File: config.mk
export PLATFORM = sky130hd
export DESIGN_NAME = i2d_top
export DESIGN_NICKNAME = d
export VERILOG_FILES = /design/src/rtl/i2d_pkg.sv /design/src/rtl/i2d_operand.sv /design/src/rtl/i2d_normalize.sv /design/src/rtl/i2d_round.sv /design/src/rtl/i2d_top.sv
export SDC_FILE = /design/constraint.sdc
export NUM_CORES = 1
export LEC_CHECK = 0
export BUFFER_PORTS_ARGS = -buffer_cell sky130_fd_sc_hd__buf_2
export CAP_MARGIN = 20
export CORE_MARGIN = 4
export CORE_UTILIZATION = 65
export CTS_CLUSTER_DIAMETER = 80
export DETAILED_ROUTE_END_ITERATION = 6
export PLACE_DENSITY = 0.89
export SYNTH_ARGS = -nofsm -noshare
export SYNTH_HDL_FRONTEND = slang
export SYNTH_SLANG_ARGS = --single-unit
File: constraint.sdc
create_clock -name clk -period 1.7 [get_ports clk]
set_input_delay 0.17 -clock clk [delete_from_list [all_inputs] [get_ports clk]]
set_output_delay 0.17 -clock clk [all_outputs]
set_load 0.01 [all_outputs]
File: src/rtl/i2d_pkg.sv
package i2d_pkg;
  localparam int XLEN    = 64;
  localparam int EXP_W   = 11;
  localparam int FRAC_W  = 52;
  localparam int SFRAC_W = 23;
  localparam int BIAS    = 1023;
  localparam int POS_W   = $clog2(XLEN);

  typedef enum logic [1:0] {RM_NEAR = 2'b00, RM_ZERO = 2'b01,
                            RM_PINF = 2'b10, RM_NINF = 2'b11} rmode_e;

  localparam logic [4:0] CLS_PZERO = 5'b00010;
  localparam logic [4:0] CLS_NZERO = 5'b10010;
  localparam logic [4:0] CLS_PNORM = 5'b00100;
  localparam logic [4:0] CLS_NNORM = 5'b01000;

  // Integer sources only reach zero or normal values, in either precision.
  function automatic logic [4:0] class_of(input logic [XLEN-1:0] d);
    logic is_zero;
    is_zero = (d[XLEN-2:0] == '0);
    if (is_zero) return d[XLEN-1] ? CLS_NZERO : CLS_PZERO;
    return d[XLEN-1] ? CLS_NNORM : CLS_PNORM;
  endfunction
endpackage

File: src/rtl/i2d_operand.sv
module i2d_operand #(
  parameter int XLEN = 64,
  parameter int HALF = XLEN / 2
) (
  input  logic [XLEN-1:0] op,
  input  logic [1:0]      itype,
  output logic            sign,
  output logic [XLEN-1:0] mag
);
  logic [HALF-1:0] lo;
  logic [HALF-1:0] lo_neg;
  logic [XLEN-1:0] full_neg;
  logic            is_signed;

  always_comb begin
    is_signed = ~itype[0];
    lo        = op[HALF-1:0];
    lo_neg    = -lo;
    full_neg  = -op;
    if (!itype[1]) begin
      sign = is_signed & lo[HALF-1];
      mag  = {{(XLEN-HALF){1'b0}}, (sign ? lo_neg : lo)};
    end else begin
      sign = is_signed & op[XLEN-1];
      mag  = sign ? full_neg : op;
    end
  end
endmodule

File: src/rtl/i2d_normalize.sv
module i2d_normalize #(
  parameter int XLEN  = 64,
  parameter int POS_W = $clog2(XLEN)
) (
  input  logic [XLEN-1:0]  mag,
  output logic [XLEN-1:0]  norm,
  output logic [POS_W-1:0] msb_pos,
  output logic             is_zero
);
  always_comb begin
    msb_pos = '0;
    for (int i = 0; i < XLEN; i++) begin
      if (mag[i]) msb_pos = POS_W'(i);
    end
    is_zero = (mag == '0);
    norm    = mag << (POS_W'(XLEN - 1) - msb_pos);
  end
endmodule

File: src/rtl/i2d_round.sv
module i2d_round
  import i2d_pkg::*;
#(
  parameter int XL   = 64,
  parameter int FW   = 52,
  parameter int SFW  = 23,
  parameter int DROP = XL - 1 - FW,
  parameter int SSH  = FW - SFW
) (
  input  logic [XL-1:0] norm,
  input  logic          sign,
  input  logic          single_sel,
  input  logic [1:0]    rmode,
  output logic [FW-1:0] frac,
  output logic          carry,
  output logic          inexact,
  output logic          inc
);
  localparam logic [FW:0] SMASK = {{(FW+1-SSH){1'b1}}, {SSH{1'b0}}};
  localparam logic [FW+1:0] UNIT_D = (FW+2)'(1);
  localparam logic [FW+1:0] UNIT_S = (FW+2)'(1) << SSH;

  logic [FW:0]   keep;
  logic [FW+1:0] sum;
  logic          g_bit, s_bit, l_bit;

  always_comb begin
    keep = norm[XL-1 -: FW+1];
    if (single_sel) begin
      g_bit = norm[DROP+SSH-1];
      s_bit = |norm[DROP+SSH-2:0];
      l_bit = norm[DROP+SSH];
      keep  = keep & SMASK;
    end else begin
      g_bit = norm[DROP-1];
      s_bit = |norm[DROP-2:0];
      l_bit = norm[DROP];
    end
    inexact = g_bit | s_bit;
    case (rmode_e'(rmode))
      RM_NEAR: inc = g_bit & (s_bit | l_bit);
      RM_ZERO: inc = 1'b0;
      RM_PINF: inc = inexact & ~sign;
      default: inc = inexact & sign;
    endcase
    sum   = {1'b0, keep} + (inc ? (single_sel ? UNIT_S : UNIT_D) : '0);
    carry = sum[FW+1];
    frac  = carry ? '0 : sum[FW-1:0];
  end
endmodule

File: src/rtl/i2d_top.sv
module i2d_top
  import i2d_pkg::*;
(
  input  logic        clk,
  input  logic        rst_n,
  input  logic        start,
  input  logic [63:0] operand,
  input  logic [1:0]  itype,
  input  logic        single_sel,
  input  logic [1:0]  rmode,
  output logic [63:0] result,
  output logic        done,
  output logic        flag_wr,
  output logic        frac_inexact,
  output logic        frac_rounded,
  output logic [4:0]  fpclass,
  output logic        xx_sticky,
  output logic        fx_sticky
);
  logic             sign_c;
  logic [XLEN-1:0]  mag_c, norm_c;
  logic [POS_W-1:0] pos_c;
  logic             zero_c;
  logic [FRAC_W-1:0] frac_c;
  logic             carry_c, inexact_c, inc_c;
  logic [EXP_W-1:0] exp_c;
  logic [XLEN-1:0]  res_c;
  logic             upd_c;

  i2d_operand #(.XLEN(XLEN)) u_op (
    .op(operand), .itype(itype), .sign(sign_c), .mag(mag_c));

  i2d_normalize #(.XLEN(XLEN), .POS_W(POS_W)) u_norm (
    .mag(mag_c), .norm(norm_c), .msb_pos(pos_c), .is_zero(zero_c));

  i2d_round #(.XL(XLEN), .FW(FRAC_W), .SFW(SFRAC_W)) u_rnd (
    .norm(norm_c), .sign(sign_c), .single_sel(single_sel), .rmode(rmode),
    .frac(frac_c), .carry(carry_c), .inexact(inexact_c), .inc(inc_c));

  always_comb begin
    exp_c = EXP_W'(BIAS) + EXP_W'(pos_c) + EXP_W'(carry_c);
    res_c = zero_c ? '0 : {sign_c, exp_c, frac_c};
    upd_c = single_sel | itype[1];
  end

  logic [63:0] res_d;
  logic        done_d, wr_d, fi_d, fr_d, xx_d, fx_d;
  logic [4:0]  cls_d;
  logic        wr_en;

  always_comb begin
    wr_en  = start & upd_c;
    done_d = start;
    wr_d   = wr_en;
    res_d  = start ? res_c : result;
    fi_d   = wr_en ? inexact_c : frac_inexact;
    fr_d   = wr_en ? inc_c : frac_rounded;
    cls_d  = wr_en ? class_of(res_c) : fpclass;
    xx_d   = xx_sticky | (wr_en & inexact_c);
    fx_d   = fx_sticky | (wr_en & inexact_c);
  end

  always_ff @(posedge clk or negedge rst_n) begin
    if (!rst_n) begin
      result       <= '0;
      done         <= 1'b0;
      flag_wr      <= 1'b0;
      frac_inexact <= 1'b0;
      frac_rounded <= 1'b0;
      fpclass      <= '0;
      xx_sticky    <= 1'b0;
      fx_sticky    <= 1'b0;
    end else begin
      result       <= res_d;
      done         <= done_d;
      flag_wr      <= wr_d;
      frac_inexact <= fi_d;
      frac_rounded <= fr_d;
      fpclass      <= cls_d;
      xx_sticky    <= xx_d;
      fx_sticky    <= fx_d;
    end
  end
endmodule

==> results.cfg, run 1 <==
[status]
failing_step = detailed placement (3_5_place_dp)
tool.error = [ERROR DPL-0038] Utilization greater than 100%, impossible to legalize
outcome = did not finish

[floorplanning]
rows = 54
die_h_um = 158
die_wd_um = 158
start_util_pct = 66.8
io_pins = 147

[placement]
io_buffer_count = 145
gpl.final_weighted_congestion = 1.38

[synthesis]
synthesized_area_per_cell_um2 = 7.05
warnings_synthesis = 0
synthDistinctLibCells = 113
postSynthCellCount = 2089
postSynth.topFlopCell = dfrtp_1
synth_area_um2 = 14700
ys_seq_area_share_pct = 12.6
asyncSetResetFlopFracSynth_pct = 100
synth_fp_nets = 2167
synth-edff-count = 0
yosys_register_bits = 74
-- Yosys cell counts (22+ instances only) --
library cell	instances	area, um^2
nand2_1	205	769
nor2_1	185	694
nand3_1	117	586
clkbuf_1	106	398
a21oi_1	102	510
o21ai_0	100	500
nor3_1	80	400
dfrtp_1	74	1850
xnor2_1	61	534
xor2_1	54	473
nor4_1	43	269
o211ai_1	43	323
nand4_1	42	263
a211oi_1	40	300
a22o_1	39	342
buf_2	38	190
mux2i_1	36	360
a31oi_1	35	219
a22oi_1	32	240
and2_1	28	175
o22ai_1	28	175
and3_1	24	150
or3_1	24	150
inv_1	23	86.3
o31ai_1	23	173
or4_1	22	165
-- logic make-up after synthesis --
| group | count (synthesis) | share of synthesized area (%) |
|---|---|---|
| AND/OR/NAND/NOR | 884 | 31.3 |
| AO/OA/AOI/OAI | 751 | 38.3 |
| buffers and inverters | 201 | 6.21 |
| XOR/XNOR | 116 | 6.95 |
| flip-flops | 74 | 12.6 |
| multiplexers | 56 | 4.13 |
| adder cells (fa/ha/maj) | 6 | 0.510 |
| other | 1 | 0.0255 |
-- stage by stage --
step           TNS (ns)  setup slack [ns]  hold WS, ns
2_1_floorplan   -406.47             -6.21       -0.126
3_3_place_gp    -426.96             -6.45       0.0917
==> run 2: changes to the inputs <==
CORE_UTILIZATION = 40   (was 65)
CTS_CLUSTER_DIAMETER = unset   (was 80)
PLACE_DENSITY = unset   (was 0.89)
PLACE_DENSITY_LB_ADDON = 0.15   (was unset)
==> results.cfg, run 2 <==
[layout]
largestRegisters = result (64), fpclass (4)
mostFrequentLayoutCell = buf_4
fillers = 2879
fin_util_pct = 71.8
area.sequential_um2 = 1850
n_antenna_cell = 0
largest_register = result
area_growth_pct = 75.2
multiInputGateArea_um2 = 13500
final_nets = 3234
mostFrequentLayoutCells = 1,025 x buf_4, 193 x nand2_1, 167 x nor2_1, 143 x buf_2, 110 x nand3_1
largest_register_ff_count = 64
layout.cell_area.non_filler_um2 = 25800
drive_above_1_share_pct = 49.1

[setup_path]
crit_slowest_cell = or4_4
slowest_delay_ns = 0.67
setup.worst_path.end_class = flip-flop
cp_data_required_time_ns = 1.93
cpLargestDelayFamily = simple AND/OR/NAND/NOR gates
worst_endpoint_data_arrival_time_ns = 8.44
cpMostUsedCell = buf_6
critical_path_class = input pin to flip-flop
worst-path-max-fanout = 7
start_kind = input pin
cp_num_buf_inv = 11

[placement]
io_buffer_count = 145
dpl_cell_area_um2 = 23300
dp.final_hpwl_mm = 76.5
gpl.final_weighted_congestion = 1.19
placement.setup.worst_slack_ns = -7.17

[grt]
antenna_found_initial = 1
gr-usage-all-layers_pct = 45.0
grt_first_pass_wirelength_mm = 139
grt_start_max_net_pins = 52
gr-total-overflow = 0
first_global_vias = 22500

[synthesis]
synthDistinctLibCells = 113
synth_area_um2 = 14700
synth_compound_gate_area_share_pct = 38.3
synth_top_family_by_area = compound AO/OA/AOI/OAI gates
synth.largest_area_cell = dfrtp_1
synth_fp_nets = 2167
fraction_of_the_mapped_netlist_area_in_simple_logic_gates_pct = 31.3
synth_xor_area_share_pct = 6.95
synthAdderAreaFrac_pct = 0.510
warnings_synthesis = 0
synthesized_area_per_cell_um2 = 7.05
yosys-top-cells-area = dfrtp_1 13%, nand2_1 5.2%, nor2_1 4.7%
synth-edff-count = 0
ys_seq_area_share_pct = 12.6
postSynth.topFlopCell = dfrtp_1
synth.mux.area_fraction_pct = 4.13
leading_post_synthesis_cells_by_instance_count = 205 x nand2_1, 185 x nor2_1, 117 x nand3_1, 106 x clkbuf_1, 102 x a21oi_1
postSynthCellCount = 2089
asyncSetResetFlopFracSynth_pct = 100
synth.top_cell.area_share_pct = 12.6
post-synth-top-count-cell = nand2_1
yosys_register_bits = 74

[floorplanning]
die_h_um = 200
die_wd_um = 200
core_um2 = 35900
rows = 69
dieArea_um2 = 39900
start_util_pct = 41.0
io_pins = 147

[status]
outcome = complete, but fails checks
violations = DRC, setup timing

[sta]
report.final.setup_viol = 71
period_needed_ns = 8.21
max_clock_freq_mhz = 122
slew_violations = 0
final.setup_skew_ns = 0
timing.final.ws_setup_ns = -6.51
worst-slew-pin-transition_ns = 0.729
setup_total_negative_slack_ns = -433.80
slew-limit-headroom_pct = 51.4
rsz0062_at_grt = true
period_utilization_pct = 483
final_hold_viol_count = 0

[detailed_routing]
detail_route.wl_per_cell_um = 26.7
dr_total_vias = 24100
drc_errors = 2
drt-pass1-iter-count = 7
drt-total-wl_mm = 96.7
drtAntennaViolNets = 0
dr.first_iter.drc_count = 3726
vias_per_cell = 6.66

[run]
cap_violations = 0

[power]
powerDensity_nw_per_um2 = 842
static_leak_nw = 11.4
max-vdd-ir-drop_v = 0.000487
totalPowerFinal_mw = 21.7

[clock_network]
cts_sinks = 74
htree_num_levels = 3
cts_root_buf = clkbuf_16
worstSkewPairLatency_ns = 0.34
cts_buffers = 9
tritoncts = yes
path_clk_slew_ns = 0.06
clock_tree.buffer_depth = 2

[hold_path]
worstHoldPathType = input pin to flip-flop
## run 2: cells by family after synthesis
kind of cell / count (synthesis)
buffers and inverters: 201
flip-flops: 74
multiplexers: 56
adder cells (fa/ha/maj): 6
XOR/XNOR: 116
other: 1
AND/OR/NAND/NOR: 884
AO/OA/AOI/OAI: 751
## run 2: metrics by stage
| stage | instances | hold WS [ns] |
|---|---|---|
| final | 3622 | 0.256 |
| after global routing | 3622 | 0.250 |
| after CTS | 3582 | 0.213 |
| after detailed placement | 3530 | 0.0802 |
| after global placement | 3530 | 0.0773 |
| after floorplan | 2089 | -0.126 |
## run 2: worst paths after layout
| path | from | endpoint | slack (ns) | depth (start not counted) |
|---|---|---|---|---|
| worst max-delay path | operand[16] | result[58]$_DFFE_PN0P_ | -6.51 | 41 |
| worst min-delay path | start | done$_DFF_PN0_ | 0.26 | 2 |
| worst max register to register | result[43]$_DFFE_PN0P_ | result[43]$_DFFE_PN0P_ | 0.78 | 3 |
| worst min register to register | fpclass[4]$_DFFE_PN0P_ | fpclass[4]$_DFFE_PN0P_ | 0.48 | 1 |
| max in group asynchronous | rst_n | result[44]$_DFFE_PN0P_ | 0.85 | 3 |
| min in group asynchronous | rst_n | result[58]$_DFFE_PN0P_ | 0.28 | 2 |
## run 2: layer usage
| layer | vias to the layer above | routed length, um | part of all wire (%) | GRT usage (%) |
|---|---|---|---|---|
| met2 | 1985 | 39400 | 41 | 67.5 |
| met4 | 0 | 6740 | 7.0 | 20.2 |
| met1 | 11300 | 36900 | 38 | 59.9 |
| met3 | 482 | 13700 | 14 | 13.5 |
| met5 | - | 0 | 0 | 0 |
| li1 | 10300 | - | - | - |
## run 2: power by group
part / total, mW / internal, mW / leakage, nW / switching [mW]
clock network: 2.11 / 1.30 / 0.160 / 0.810
registers: 2.35 / 2.11 / 0.937 / 0.241
logic: 17.3 / 7.82 / 10.3 / 9.44
total: 21.7 / 11.2 / 11.4 / 10.5
## run 2: final cells by class
type	instances	area share, %
clock inverter	7	0.388
timing repair buffer	1230	36.7
sequential	74	7.18
multi-input combinational	1814	52.2
clock buffer	9	0.873
tap	461	2.24
inverter	27	0.422
## run 2: timing repair
| action | 4_1_cts | 5_1_grt |
|---|---|---|
| pin swaps | 52 | 73 |
| resized for setup | 137 | 158 |
| endpoints found under the setup margin | 71 | 71 |
| setup buffers | 30 | 41 |
| hold buffers | 1 | 0 |
| endpoints found under the hold margin | 23 | 0 |
| gates cloned | 6 | 2 |
Power figures use the tool's default switching activity.
==> run 3: changes to the inputs <==
ABC_AREA = 1   (was unset)
==> results.cfg, run 3 <==
[status]
outcome = complete, but fails checks
violations = setup timing

[synthesis]
synthDistinctLibCells = 57
fraction_of_the_mapped_netlist_area_in_simple_logic_gates_pct = 62.8
post-synth-top-count-cell = nand2_1
leading_post_synthesis_cells_by_instance_count = 782 x nand2_1, 565 x nand3_1, 230 x nor2_1, 190 x inv_1, 74 x dfrtp_1
postSynthCellCount = 2396
synth_fp_nets = 2474
ys_seq_area_share_pct = 14.4
synthAdderAreaFrac_pct = 0.582
synth_compound_gate_area_share_pct = 6.80
synth.top_cell.area_share_pct = 22.8
synth_top_family_by_area = simple AND/OR/NAND/NOR gates
asyncSetResetFlopFracSynth_pct = 100
synth.largest_area_cell = nand2_1
warnings_synthesis = 0
postSynth.topFlopCell = dfrtp_1
synth-edff-count = 0
yosys-top-cells-area = nand2_1 23%, nand3_1 22%, dfrtp_1 14%
synthesized_area_per_cell_um2 = 5.38
synth_xor_area_share_pct = 3.99
yosys_register_bits = 74
synth.mux.area_fraction_pct = 0
synth_area_um2 = 12900

[power]
powerDensity_nw_per_um2 = 779
max-vdd-ir-drop_v = 0.000561
static_leak_nw = 12.0
total_switching_power_mw = 8.64
combinationalPowerShare_pct = 75.3
power_frac_seq_pct = 12.8
p_sw_share_pct = 48.5
clock_power_share_pct = 11.9
intPower_mw = 9.18

[clock_network]
tritoncts = yes
clock_tree.buffer_depth = 2
worstSkewPairLatency_ns = 0.36
cts_buffers = 9
htree_num_levels = 3
cts_sinks = 74
path_clk_slew_ns = 0.06
cts_root_buf = clkbuf_16

[setup_path]
worst_endpoint_data_arrival_time_ns = 8.20
worst-r2r-setup-slack_ns = 0.98
worstReg2RegEnd = result[62]$_DFFE_PN0P_
critical_path_class = input pin to flip-flop
crit_slowest_cell = or3_4
start_kind = input pin
slowest_delay_ns = 0.36
worstReg2RegStart = result[62]$_DFFE_PN0P_
worst-path-max-fanout = 7
cpMostUsedCell = nand2_1
setup.worst_path.end_class = flip-flop
cp_data_required_time_ns = 1.95
reg2reg_depth = 1

[floorplanning]
core_um2 = 31600
die_wd_um = 188
die_h_um = 188
rows = 65
start_util_pct = 40.7
io_pins = 147
dieArea_um2 = 35200

[grt]
gr-total-overflow = 0
first_global_vias = 18400
grt_start_max_net_pins = 75
antenna_found_initial = 0
gr-usage-all-layers_pct = 35.2
grt_first_pass_wirelength_mm = 100

[detailed_routing]
drtAntennaViolNets = 0
drt-total-wl_mm = 65.4
drt-pass1-iter-count = 6
drc_errors = 0
dr.first_iter.drc_count = 1899
vias_per_cell = 5.43
dr_total_vias = 19800
detail_route.wl_per_cell_um = 17.9

[layout]
area_growth_pct = 77.4
mostFrequentLayoutCells = 752 x buf_4, 691 x nand2_1, 343 x nand3_1, 200 x nor2_1, 190 x nand3_2
largest_register_ff_count = 64
n_antenna_cell = 0
largest_register = result
drive_above_1_share_pct = 47.0
final_nets = 3327
largestRegisters = result (64), fpclass (4)
mostFrequentLayoutCell = buf_4
fin_cells = 3656

[sta]
max_clock_freq_mhz = 126
slew_violations = 0
timing.final.ws_setup_ns = -6.25
final.setup_skew_ns = 0
period_utilization_pct = 468
period_needed_ns = 7.95
worst-slew-pin-transition_ns = 0.567
slew-limit-headroom_pct = 62.1
final_hold_viol_count = 0
report.final.setup_viol = 71
rsz0062_at_grt = true

[hold_path]
worstHoldPathType = input pin to flip-flop
min-delay-start = start
whs_path_depth = 2
hold-path-endpoint = done$_DFF_PN0_

[placement]
dp_cells = 3550
gpl.final_weighted_congestion = 1.07
placement.setup.worst_slack_ns = -6.63
io_buffer_count = 145
dp.final_hpwl_mm = 51.9

[run]
cap_violations = 0
-- run 3: changes by cell type in the layout (fill, tap and decap cells not counted), moves of 42 or more --
cell	before	now
nand3_4	0	56
inv_1	22	179
nor3_1	65	23
nand3_1	110	343
xnor2_1	57	13
nand2_2	12	101
nand3_2	7	190
a21oi_1	82	27
buf_4	1025	752
nand2_1	193	691
o21ai_0	78	25
-- run 3: area by class of cell --
type	count	area, um^2
Clock inverter	7	101
Tap cell	402	503
Inverter	222	866
Multi-Input combinational cell	1990	12000
Clock buffer	9	225
Fill cell	2658	8780
Sequential cell	74	1850
Timing Repair Buffer	952	7350
-- run 3: layer usage --
layer	track usage (%)	share of wire, %	wire length [um]	vias to the layer above
met5	0	0	0	-
li1	-	-	-	9574
met3	8.21	9.8	6440	114
met4	6.38	2.0	1330	0
met2	53.7	43	28200	872
met1	51.4	45	29400	9281
-- run 3: logic make-up (layout without fill, tap and decap cells) --
| group | after synthesis | after routing |
|---|---|---|
| AOI/OAI and AO/OA | 138 | 138 |
| xor gates and xnor gates | 57 | 57 |
| adders and majority gates | 6 | 6 |
| buffers and inverters | 336 | 1190 |
| DFF | 74 | 74 |
| other | 1 | 1 |
| and+or+nand+nor | 1784 | 1788 |
-- run 3: how the worst max path moves through the flow --
stage                from                      to  slack (ns)  depth (start not counted)
3_5_place_dp   operand[0]  result[56]$_DFFE_PN0P_       -6.63                         92
4_1_cts        operand[0]  result[56]$_DFFE_PN0P_       -6.01                         93
3_3_place_gp   operand[0]  result[56]$_DFFE_PN0P_       -6.52                         92
5_1_grt        operand[2]  result[56]$_DFFE_PN0P_       -6.97                         89
2_1_floorplan  operand[0]  result[56]$_DFFE_PN0P_       -5.30                         90
6_report       operand[2]  result[56]$_DFFE_PN0P_       -6.25                         79
-- run 3: through the flow --
step	cell area [um^2]	total power [mW]	hold slack [ns]	utilization, %	TNS, ns
2_1_floorplan	13600	7.96	-0.126	-	-338.71
3_3_place_gp	19800	13.5	0.223	62.5	-429.93
3_5_place_dp	19800	13.6	0.228	62.5	-432.89
4_1_cts	21500	16.7	0.236	67.9	-398.29
5_1_grt	22900	18.9	0.268	72.3	-457.61
6_report	22900	17.8	0.265	72.3	-407.61
-- run 3: timing repair --
action | CTS | global route
pin swaps | 54 | 60
endpoints found under the setup margin | 71 | 71
endpoints found under the hold margin | 74 | 0
gates cloned | 6 | 7
setup buffers | 54 | 27
gates resized for setup | 169 | 250
hold buffers | 1 | 0
-- run 3: critical path: cells and delay by family --
kind / cells / cell delay, ns
compound gates: 2 / 0.20
xor+xnor: 1 / 0.11
fa+ha+maj: 3 / 0.75
buf+inv: 9 / 0.83
simple gates: 64 / 6.10
-- run 3: power groups by stage --
stage / Clock, mW / Combinational [mW] / Sequential [mW]
4_1_cts: 2.15 / 12.3 / 2.27
2_1_floorplan: 0 / 5.49 / 2.46
6_report: 2.13 / 13.4 / 2.27
3_3_place_gp: 0 / 11.2 / 2.28
5_1_grt: 2.25 / 14.3 / 2.32
3_5_place_dp: 0 / 11.3 / 2.30
